--- src/rtl/ep_ctl_pkg.sv ---
package ep_ctl_pkg;

    typedef enum logic [1:0] {
        TOK_NONE  = 2'b00,
        TOK_OUT   = 2'b01,
        TOK_IN    = 2'b10,
        TOK_SETUP = 2'b11
    } tok_e;

    typedef struct packed {
        logic hs_en;
        logic ctl_off;
        logic out_en;
        logic in_en;
        logic halt;
    } ep_cfg_t;

    localparam int CFG_W = $bits(ep_cfg_t);

endpackage

--- src/rtl/ep_cfg_regs.sv ---
module ep_cfg_regs
    import ep_ctl_pkg::*;
#(
    parameter int NUM_EP = 16,
    parameter int AW     = $clog2(NUM_EP),
    parameter int DW     = 8
) (
    input  logic                     clk,
    input  logic                     rst_n,
    input  logic                     sie_rst,
    input  logic                     wr_en,
    input  logic [AW-1:0]            wr_addr,
    input  logic [DW-1:0]            wdata,
    input  logic                     stall_set,
    input  logic [AW-1:0]            stall_ep,
    output ep_cfg_t [NUM_EP-1:0]     cfg_o
);

    typedef struct packed {
        ep_cfg_t [NUM_EP-1:0] ep;
    } state_t;

    state_t st_d, st_q;

    always_comb begin
        st_d = st_q;
        for (int i = 0; i < NUM_EP; i++) begin
            // software write first, hardware stall over it, engine reset last
            if (wr_en && wr_addr == AW'(i)) begin
                st_d.ep[i] = ep_cfg_t'(wdata[CFG_W-1:0]);
            end
            if (stall_set && stall_ep == AW'(i)) begin
                st_d.ep[i].halt = 1'b1;
            end
            if (sie_rst) begin
                st_d.ep[i].halt = 1'b0;
            end
        end
    end

    always_ff @(posedge clk or negedge rst_n) begin
        if (!rst_n) begin
            st_q <= '0;
        end else begin
            st_q <= st_d;
        end
    end

    assign cfg_o = st_q.ep;

endmodule

--- src/rtl/ep_rd_port.sv ---
module ep_rd_port
    import ep_ctl_pkg::*;
#(
    parameter int NUM_EP = 16,
    parameter int AW     = $clog2(NUM_EP),
    parameter int DW     = 8
) (
    input  ep_cfg_t [NUM_EP-1:0] cfg_i,
    input  logic [AW-1:0]        addr,
    output logic [DW-1:0]        rdata
);

    localparam int PAD_W = DW - CFG_W;

    generate
        if (PAD_W > 0) begin : g_pad
            assign rdata = {{PAD_W{1'b0}}, cfg_i[addr]};
        end else begin : g_nopad
            assign rdata = cfg_i[addr][DW-1:0];
        end
    endgenerate

endmodule

--- src/rtl/ep_admit.sv ---
module ep_admit
    import ep_ctl_pkg::*;
#(
    parameter int NUM_EP = 16,
    parameter int AW     = $clog2(NUM_EP)
) (
    input  ep_cfg_t [NUM_EP-1:0] cfg_i,
    input  logic [AW-1:0]        q_ep,
    input  logic [1:0]           q_tok,
    output logic                 q_allow,
    output logic                 q_hs,
    output logic                 q_stalled
);

    ep_cfg_t sel;

    always_comb begin
        sel = cfg_i[q_ep];
        unique case (tok_e'(q_tok))
            TOK_OUT:   q_allow = sel.out_en;
            TOK_IN:    q_allow = sel.in_en;
            TOK_SETUP: q_allow = sel.out_en & sel.in_en & ~sel.ctl_off;
            default:   q_allow = 1'b0;
        endcase
        q_hs      = sel.hs_en;
        q_stalled = sel.halt;
    end

endmodule

--- src/rtl/ep_ctl_bank.sv ---
module ep_ctl_bank
    import ep_ctl_pkg::*;
#(
    parameter int NUM_EP = 16,
    parameter int AW     = $clog2(NUM_EP),
    parameter int DW     = 8
) (
    input  logic          clk,
    input  logic          rst_n,
    input  logic          sie_rst,
    input  logic          wr_en,
    input  logic [AW-1:0] addr,
    input  logic [DW-1:0] wdata,
    output logic [DW-1:0] rdata,
    input  logic [AW-1:0] q_ep,
    input  logic [1:0]    q_tok,
    output logic          q_allow,
    output logic          q_hs,
    output logic          q_stalled,
    input  logic          stall_set,
    input  logic [AW-1:0] stall_ep
);

    ep_cfg_t [NUM_EP-1:0] cfg;

    ep_cfg_regs #(.NUM_EP(NUM_EP), .AW(AW), .DW(DW)) u_regs (
        .clk       (clk),
        .rst_n     (rst_n),
        .sie_rst   (sie_rst),
        .wr_en     (wr_en),
        .wr_addr   (addr),
        .wdata     (wdata),
        .stall_set (stall_set),
        .stall_ep  (stall_ep),
        .cfg_o     (cfg)
    );

    ep_rd_port #(.NUM_EP(NUM_EP), .AW(AW), .DW(DW)) u_rd (
        .cfg_i (cfg),
        .addr  (addr),
        .rdata (rdata)
    );

    ep_admit #(.NUM_EP(NUM_EP), .AW(AW)) u_admit (
        .cfg_i     (cfg),
        .q_ep      (q_ep),
        .q_tok     (q_tok),
        .q_allow   (q_allow),
        .q_hs      (q_hs),
        .q_stalled (q_stalled)
    );

endmodule

--- config.mk ---
export PLATFORM = sky130hd
export DESIGN_NAME = ep_ctl_bank
export DESIGN_NICKNAME = d
export VERILOG_FILES = /design/src/rtl/ep_ctl_pkg.sv /design/src/rtl/ep_cfg_regs.sv /design/src/rtl/ep_rd_port.sv /design/src/rtl/ep_admit.sv /design/src/rtl/ep_ctl_bank.sv
export SDC_FILE = /design/constraint.sdc
export NUM_CORES = 1
export LEC_CHECK = 0
export BUFFER_PORTS_ARGS = -buffer_cell sky130_fd_sc_hd__buf_2
export CAP_MARGIN = 10
export CORE_ASPECT_RATIO = 1.75
export CORE_MARGIN = 10
export CORE_UTILIZATION = 65
export CTS_CLUSTER_DIAMETER = 150
export DETAILED_ROUTE_END_ITERATION = 8
export PLACE_DENSITY_LB_ADDON = 0.15
export SYNTH_ARGS = -nofsm -noshare
export SYNTH_HDL_FRONTEND = slang
export SYNTH_SLANG_ARGS = --single-unit
--- constraint.sdc ---
create_clock -name clk -period 4.7 [get_ports clk]
set_clock_uncertainty 0.2 [all_clocks]
set_input_delay 1.175 -clock clk [delete_from_list [all_inputs] [get_ports clk]]
set_output_delay 1.175 -clock clk [all_outputs]
set_load 0.1 [all_outputs]
==> results.toml, run 1 <==
[yosys]
yosys-top-cells-area = "dfrtp_1 43%, mux2_2 16%, mux4_2 14%"
synth-edff-count = 0
ys_seq_area_frac = 0.4294
synth_most_common_cell = "dfrtp_1"
synth_top_area_share = 0.4294
synth-async-reset-ratio = 1.000
yosysTopAreaCell = "dfrtp_1"
ys_ff_latch = 80
yosysUniqueCellTypes = 34
yosys_warnings = 0
yosys-top-cells-count = "80 x dfrtp_1, 68 x mux2_2, 28 x mux4_2, 25 x mux2i_1, 16 x a21oi_1"
avgSynthCellArea_sq_um = 14.21
synth_area_sq_um = 4662
synth_cells = 328
synth_ff_type = "dfrtp_1"

[clock_network]
cts_root_buf = "clkbuf_16"
cts_max_level = 3
insertion_delay_ns = 0.33
clock_sinks = 80
clk_path_buf_depth = 2
cts.repair.resized = 0
cts_tree = "yes"
post_cts_buffers = 0
cts.clk_slew.worst_paths_ns = 0.06
cts_buffers = 9
holdBufCountCts = 0

[floorplan]
dieArea_sq_um = 11090
die_y_um = 132.0
core_sq_um = 6907
start_util = 0.6750
die_w_um = 84.02
ios = 38
row_count = 40

[worst_setup_path]
crit_type = "in2out"
timing.rr.end = "u_regs.cfg_o[47]$_DFFE_PN0P_"
r2r_slack_ns = 3.70
required_ns = 3.32
crit_arrival_ns = 3.05
cp-end-kind = "primary output"
ff2ff_path_depth = 1
start_kind = "input pin"
startpoint = "addr[0]"
reg2reg_from = "u_regs.cfg_o[47]$_DFFE_PN0P_"
crit_fanout = 15

[min_path]
hold_depth = 1
hold_path_startpoint = "u_regs.cfg_o[73]$_DFFE_PN0P_"
whs_endpoint = "u_regs.cfg_o[73]$_DFFE_PN0P_"
hold_class = "reg2reg"

[global_route]
grtUsageTotal = 0.2061
overflow = 0
grt_pass1_vias = 3328
antenna_found_initial = 0
grt_max_degree = 81
grt_pass1_wl_um = 18010

[power]
p_int_uw = 1540
p_leak_uw = 0.002232
pwr-share-seq = 0.415
p_sw_uw = 674.0
total_power_uw = 2214
p_comb_frac = 0.263
sw_frac_of_total = 0.3044
power_density_nw_per_um2 = 429.1
ir_worst_vdd_mv = 0.3355
clkPwrFrac = 0.322

[layout]
fillCellCount = 470
diodes = 0
fin_nets = 378
drive_gt1_frac = 0.4242
largest_reg_flops = 80
final_core_util = 0.7469
area.growth.synth_to_final_pct = 10.65

[placed_design]
gp_congestion = 0.8536
port_buffers = 31
dpl_worst_slack_ns = 0.2785
place_hpwl_um = 7938

[outcome]
outcome = "complete, no violations"

[timing]
setup_slack_ns = 0.2771
setup_violations = 0
slew_viol_final = 0
rsz0062_at_grt = "false"
slew_headroom = 0.3418
period_share = 0.9410
setup_tns_ns = 0
hold_viol = 0
fin_crit_ns = 4.423
tightest_slew_ns = 0.9873
maxClockFrequency_mhz = 226.1

[routing]
ant_nets = 0
via_count = 2970
wirelength_um = 10890
drt_iter0_markers = 230
drtPass1Iterations = 4
vias_per_cell = 6.750
drc_errors = 0
routedWlPerCell_um = 24.76

[run]
drv_cap = 0
==> cell type report <==
| cell class | instances | area (sq um) | share of cell area |
|---|---|---|---|
| clock buffer | 12 | 256.5 | 0.04972 |
| clock inverter | 4 | 52.55 | 0.01019 |
| multi-input combinational | 222 | 2492 | 0.4831 |
| sequential | 80 | 2002 | 0.3881 |
| tap | 84 | 105.1 | 0.02037 |
| timing repair buffer | 38 | 250.2 | 0.04851 |
==> per-layer routing <==
layer / part of all wire / wire length, um / global-route usage
met1: 0.37 / 4055 / 0.2313
met4: 0.044 / 474 / 0.1196
met3: 0.043 / 468 / 0.04517
met2: 0.54 / 5895 / 0.3464
met5: 0 / 0 / 0
==> power by group through the flow <==
stage | Clock (uW) | Sequential [uW] | Combinational, uW
after floorplan | 0 | 892 | 467
after global placement | 0 | 916 | 570
after detailed placement | 0 | 929 | 586
after CTS | 731 | 917 | 588
after global routing | 758 | 936 | 617
final | 713 | 918 | 583
==> metrics by stage <==
step / area [sq um] / instances / hold slack (ns)
2_1_floorplan: 4669 / 330 / 0.2882
4_1_cts: 5159 / 440 / 0.3271
6_report: 5159 / 440 / 0.3285
3_3_place_gp: 4850 / 424 / 0.3009
5_1_grt: 5159 / 440 / 0.3459
3_5_place_dp: 4850 / 424 / 0.3137
==> cells by family after synthesis <==
family	after synthesis	synth area share
AOI/OAI and AO/OA	23	0.02818
DFF	80	0.4294
other	1	0.0008044
and+or+nand+nor	61	0.07193
muxes	135	0.4321
buffers and inverters	28	0.03757
==> critical path, stage by stage <==
cell    delay [ns]
buf_2         0.32
buf_12        0.20
mux4_2        0.54
mux4_2        0.49
buf_2         0.31
==> worst max-delay path by stage <==
stage	cells past startpoint	end
4_1_cts	5	rdata[4]
6_report	5	rdata[4]
5_1_grt	5	rdata[4]
2_1_floorplan	5	q_allow
3_3_place_gp	5	rdata[4]
3_5_place_dp	5	rdata[4]
==> placed cells by master, fill, tap and decap left out, drive strengths merged <==
cell type,count
a31oi,1
a22oi,2
mux2i,25
and3,2
and4,1
nand2b,2
or2b,1
o22ai,2
nand3b,7
nor2b,2
nand3,6
and2,4
and2b,2
buf,38
a21oi,16
clkinvlp,3
mux2,68
dfrtp,80
o221ai,2
bufinv,1
nand2,14
nor3b,2
and3b,2
conb,3
or3,3
mux4,42
clkbuf,12
nor2,13
(Power assumes the default switching activity.)
==> run 2, diff against run 1 <==
BUFFER_PORTS_ARGS = unset   (was -buffer_cell sky130_fd_sc_hd__buf_2)
CORE_UTILIZATION = 60   (was 65)
DONT_BUFFER_PORTS = 1   (was unset)
==> run 2 against run 1 <==
  * Cell area fell by 3.9%
  * Non-clock buffer count fell by 37
  * Cell count fell by 7.7%
  * Routed wire length fell by 5.0%
  * Core utilization fell by 9.2 points
  * Clock power rose by 13%
  * Critical path type unchanged
  * Global-route usage fell by 1.6 points
  * Largest cell class unchanged
  * Die area rose by 6.7%
  * Critical endpoint is now q_hs
  * First-iteration DRC count fell by 17%
  * Register-to-register slack barely moved
  * Critical path depth fell by 3
==> results.toml, run 2 (synthesis gave the netlist of run 1 again) <==
[worst_setup_path]
ff2ff_path_depth = 1
crit_buf_inv = 0
crit_fanout = 21
required_ns = 3.32
cp_cell_sequence = "mux4_1, mux4_2"
r2r_slack_ns = 3.71
start_kind = "input pin"
crit_type = "in2out"
timing.rr.end = "u_regs.cfg_o[29]$_DFFE_PN0P_"
cp-end-kind = "primary output"
startpoint = "q_ep[0]"
reg2reg_from = "u_regs.cfg_o[29]$_DFFE_PN0P_"
slowest_delay_ns = 0.79
crit_arrival_ns = 2.58
path_delay_family = "multiplexers"
crit_path_top_delay_cell = "mux4_2"

[routing]
drt_iter0_markers = 191
via_count = 2791
drtPass1Iterations = 4
wirelength_um = 10350
ant_nets = 0
drc_errors = 0
routedWlPerCell_um = 25.48
vias_per_cell = 6.874

[power]
power_density_nw_per_um2 = 447.3
ir_worst_vdd_mv = 0.3404
total_power_uw = 2217
p_leak_uw = 0.002081

[clock_network]
cts.repair.resized = 0
cts.clk_slew.worst_paths_ns = 0.06
cts_root_buf = "clkbuf_16"
clock_sinks = 80
insertion_delay_ns = 0.34
cts_buffers = 9
holdBufCountCts = 0
cts_max_level = 3
clk_path_buf_depth = 2
cts_tree = "yes"
post_cts_buffers = 0

[floorplan]
ios = 38
row_count = 42
dieArea_sq_um = 11840
die_y_um = 136.6
core_sq_um = 7567
die_w_um = 86.64
start_util = 0.6161

[timing]
maxClockFrequency_mhz = 252.8
hold_viol = 0
setup_violations = 0
setup_tns_ns = 0
rsz0062_at_grt = "false"
slew_headroom = 0.5991
slew_viol_final = 0
period_share = 0.8417
whs_ns = 0.3209
tightest_slew_ns = 0.5991
fin_crit_ns = 3.956

[layout]
fillCellCount = 575
final_cell_mix = "80 x dfrtp_1, 68 x mux2_2, 28 x mux4_2"
final_core_util = 0.6549
largest_reg_flops = 80
diodes = 0
final_common_cell = "dfrtp_1"
drive_gt1_frac = 0.3585
area.growth.synth_to_final_pct = 6.307
fin_nets = 341

[global_route]
grt_pass1_vias = 3033
overflow = 0
grt_max_degree = 81
grt_pass1_wl_um = 17150
grtUsageTotal = 0.1898
antenna_found_initial = 0

[placed_design]
place_hpwl_um = 7360
gp_congestion = 0.8462
port_buffers = 0

[outcome]
outcome = "complete, no violations"

[min_path]
hold_path_startpoint = "u_regs.cfg_o[7]$_DFFE_PN0P_"
hold_depth = 1
whs_endpoint = "u_regs.cfg_o[7]$_DFFE_PN0P_"
hold_class = "reg2reg"

[run]
drv_cap = 0
run 2: changes by cell type in the layout (fill, tap and decap cells not counted):
cell | before | now
buf_4 | 6 | 1
buf_12 | 3 | 0
clkbuf_1 | 1 | 0
clkbuf_8 | 2 | 1
bufinv_16 | 1 | 3
buf_2 | 29 | 0
clkinvlp_4 | 3 | 2
run 2: how the worst max path moves through the flow:
stage | to | slack, ns | cells past startpoint
6_report | q_hs | 0.74 | 2
4_1_cts | q_hs | 0.75 | 2
5_1_grt | q_allow | 0.74 | 5
3_3_place_gp | q_hs | 0.75 | 2
3_5_place_dp | q_hs | 0.75 | 2
2_1_floorplan | q_allow | 0.40 | 5
run 2: routing by layer:
layer	global-route usage	routed length, um
met2	0.3336	5737
met4	0.07776	272
met1	0.2060	3759
met5	0	0
met3	0.05536	578
run 2: through the flow:
step | cells | cell area, sq um | setup WS (ns)
floorplan | 330 | 4669 | 0.4036
global placement | 391 | 4612 | 0.7459
detailed placement | 391 | 4612 | 0.7484
global route | 406 | 4956 | 0.7371
CTS | 406 | 4956 | 0.7484
finish | 406 | 4956 | 0.7440
run 2: where the power goes:
part / internal [uW] / switching (uW)
clock network: 530 / 274
registers: 823 / 95.7
logic: 253 / 242
run 2: layout make-up:
| class | count | area [sq um] | area share |
|---|---|---|---|
| multi-input combinational | 222 | 2492 | 0.5029 |
| sequential | 80 | 2002 | 0.4039 |
| clock buffer | 10 | 239.0 | 0.04822 |
| tap | 88 | 110.1 | 0.02222 |
| clock inverter | 5 | 105.1 | 0.02121 |
| timing repair buffer | 1 | 7.507 | 0.001515 |
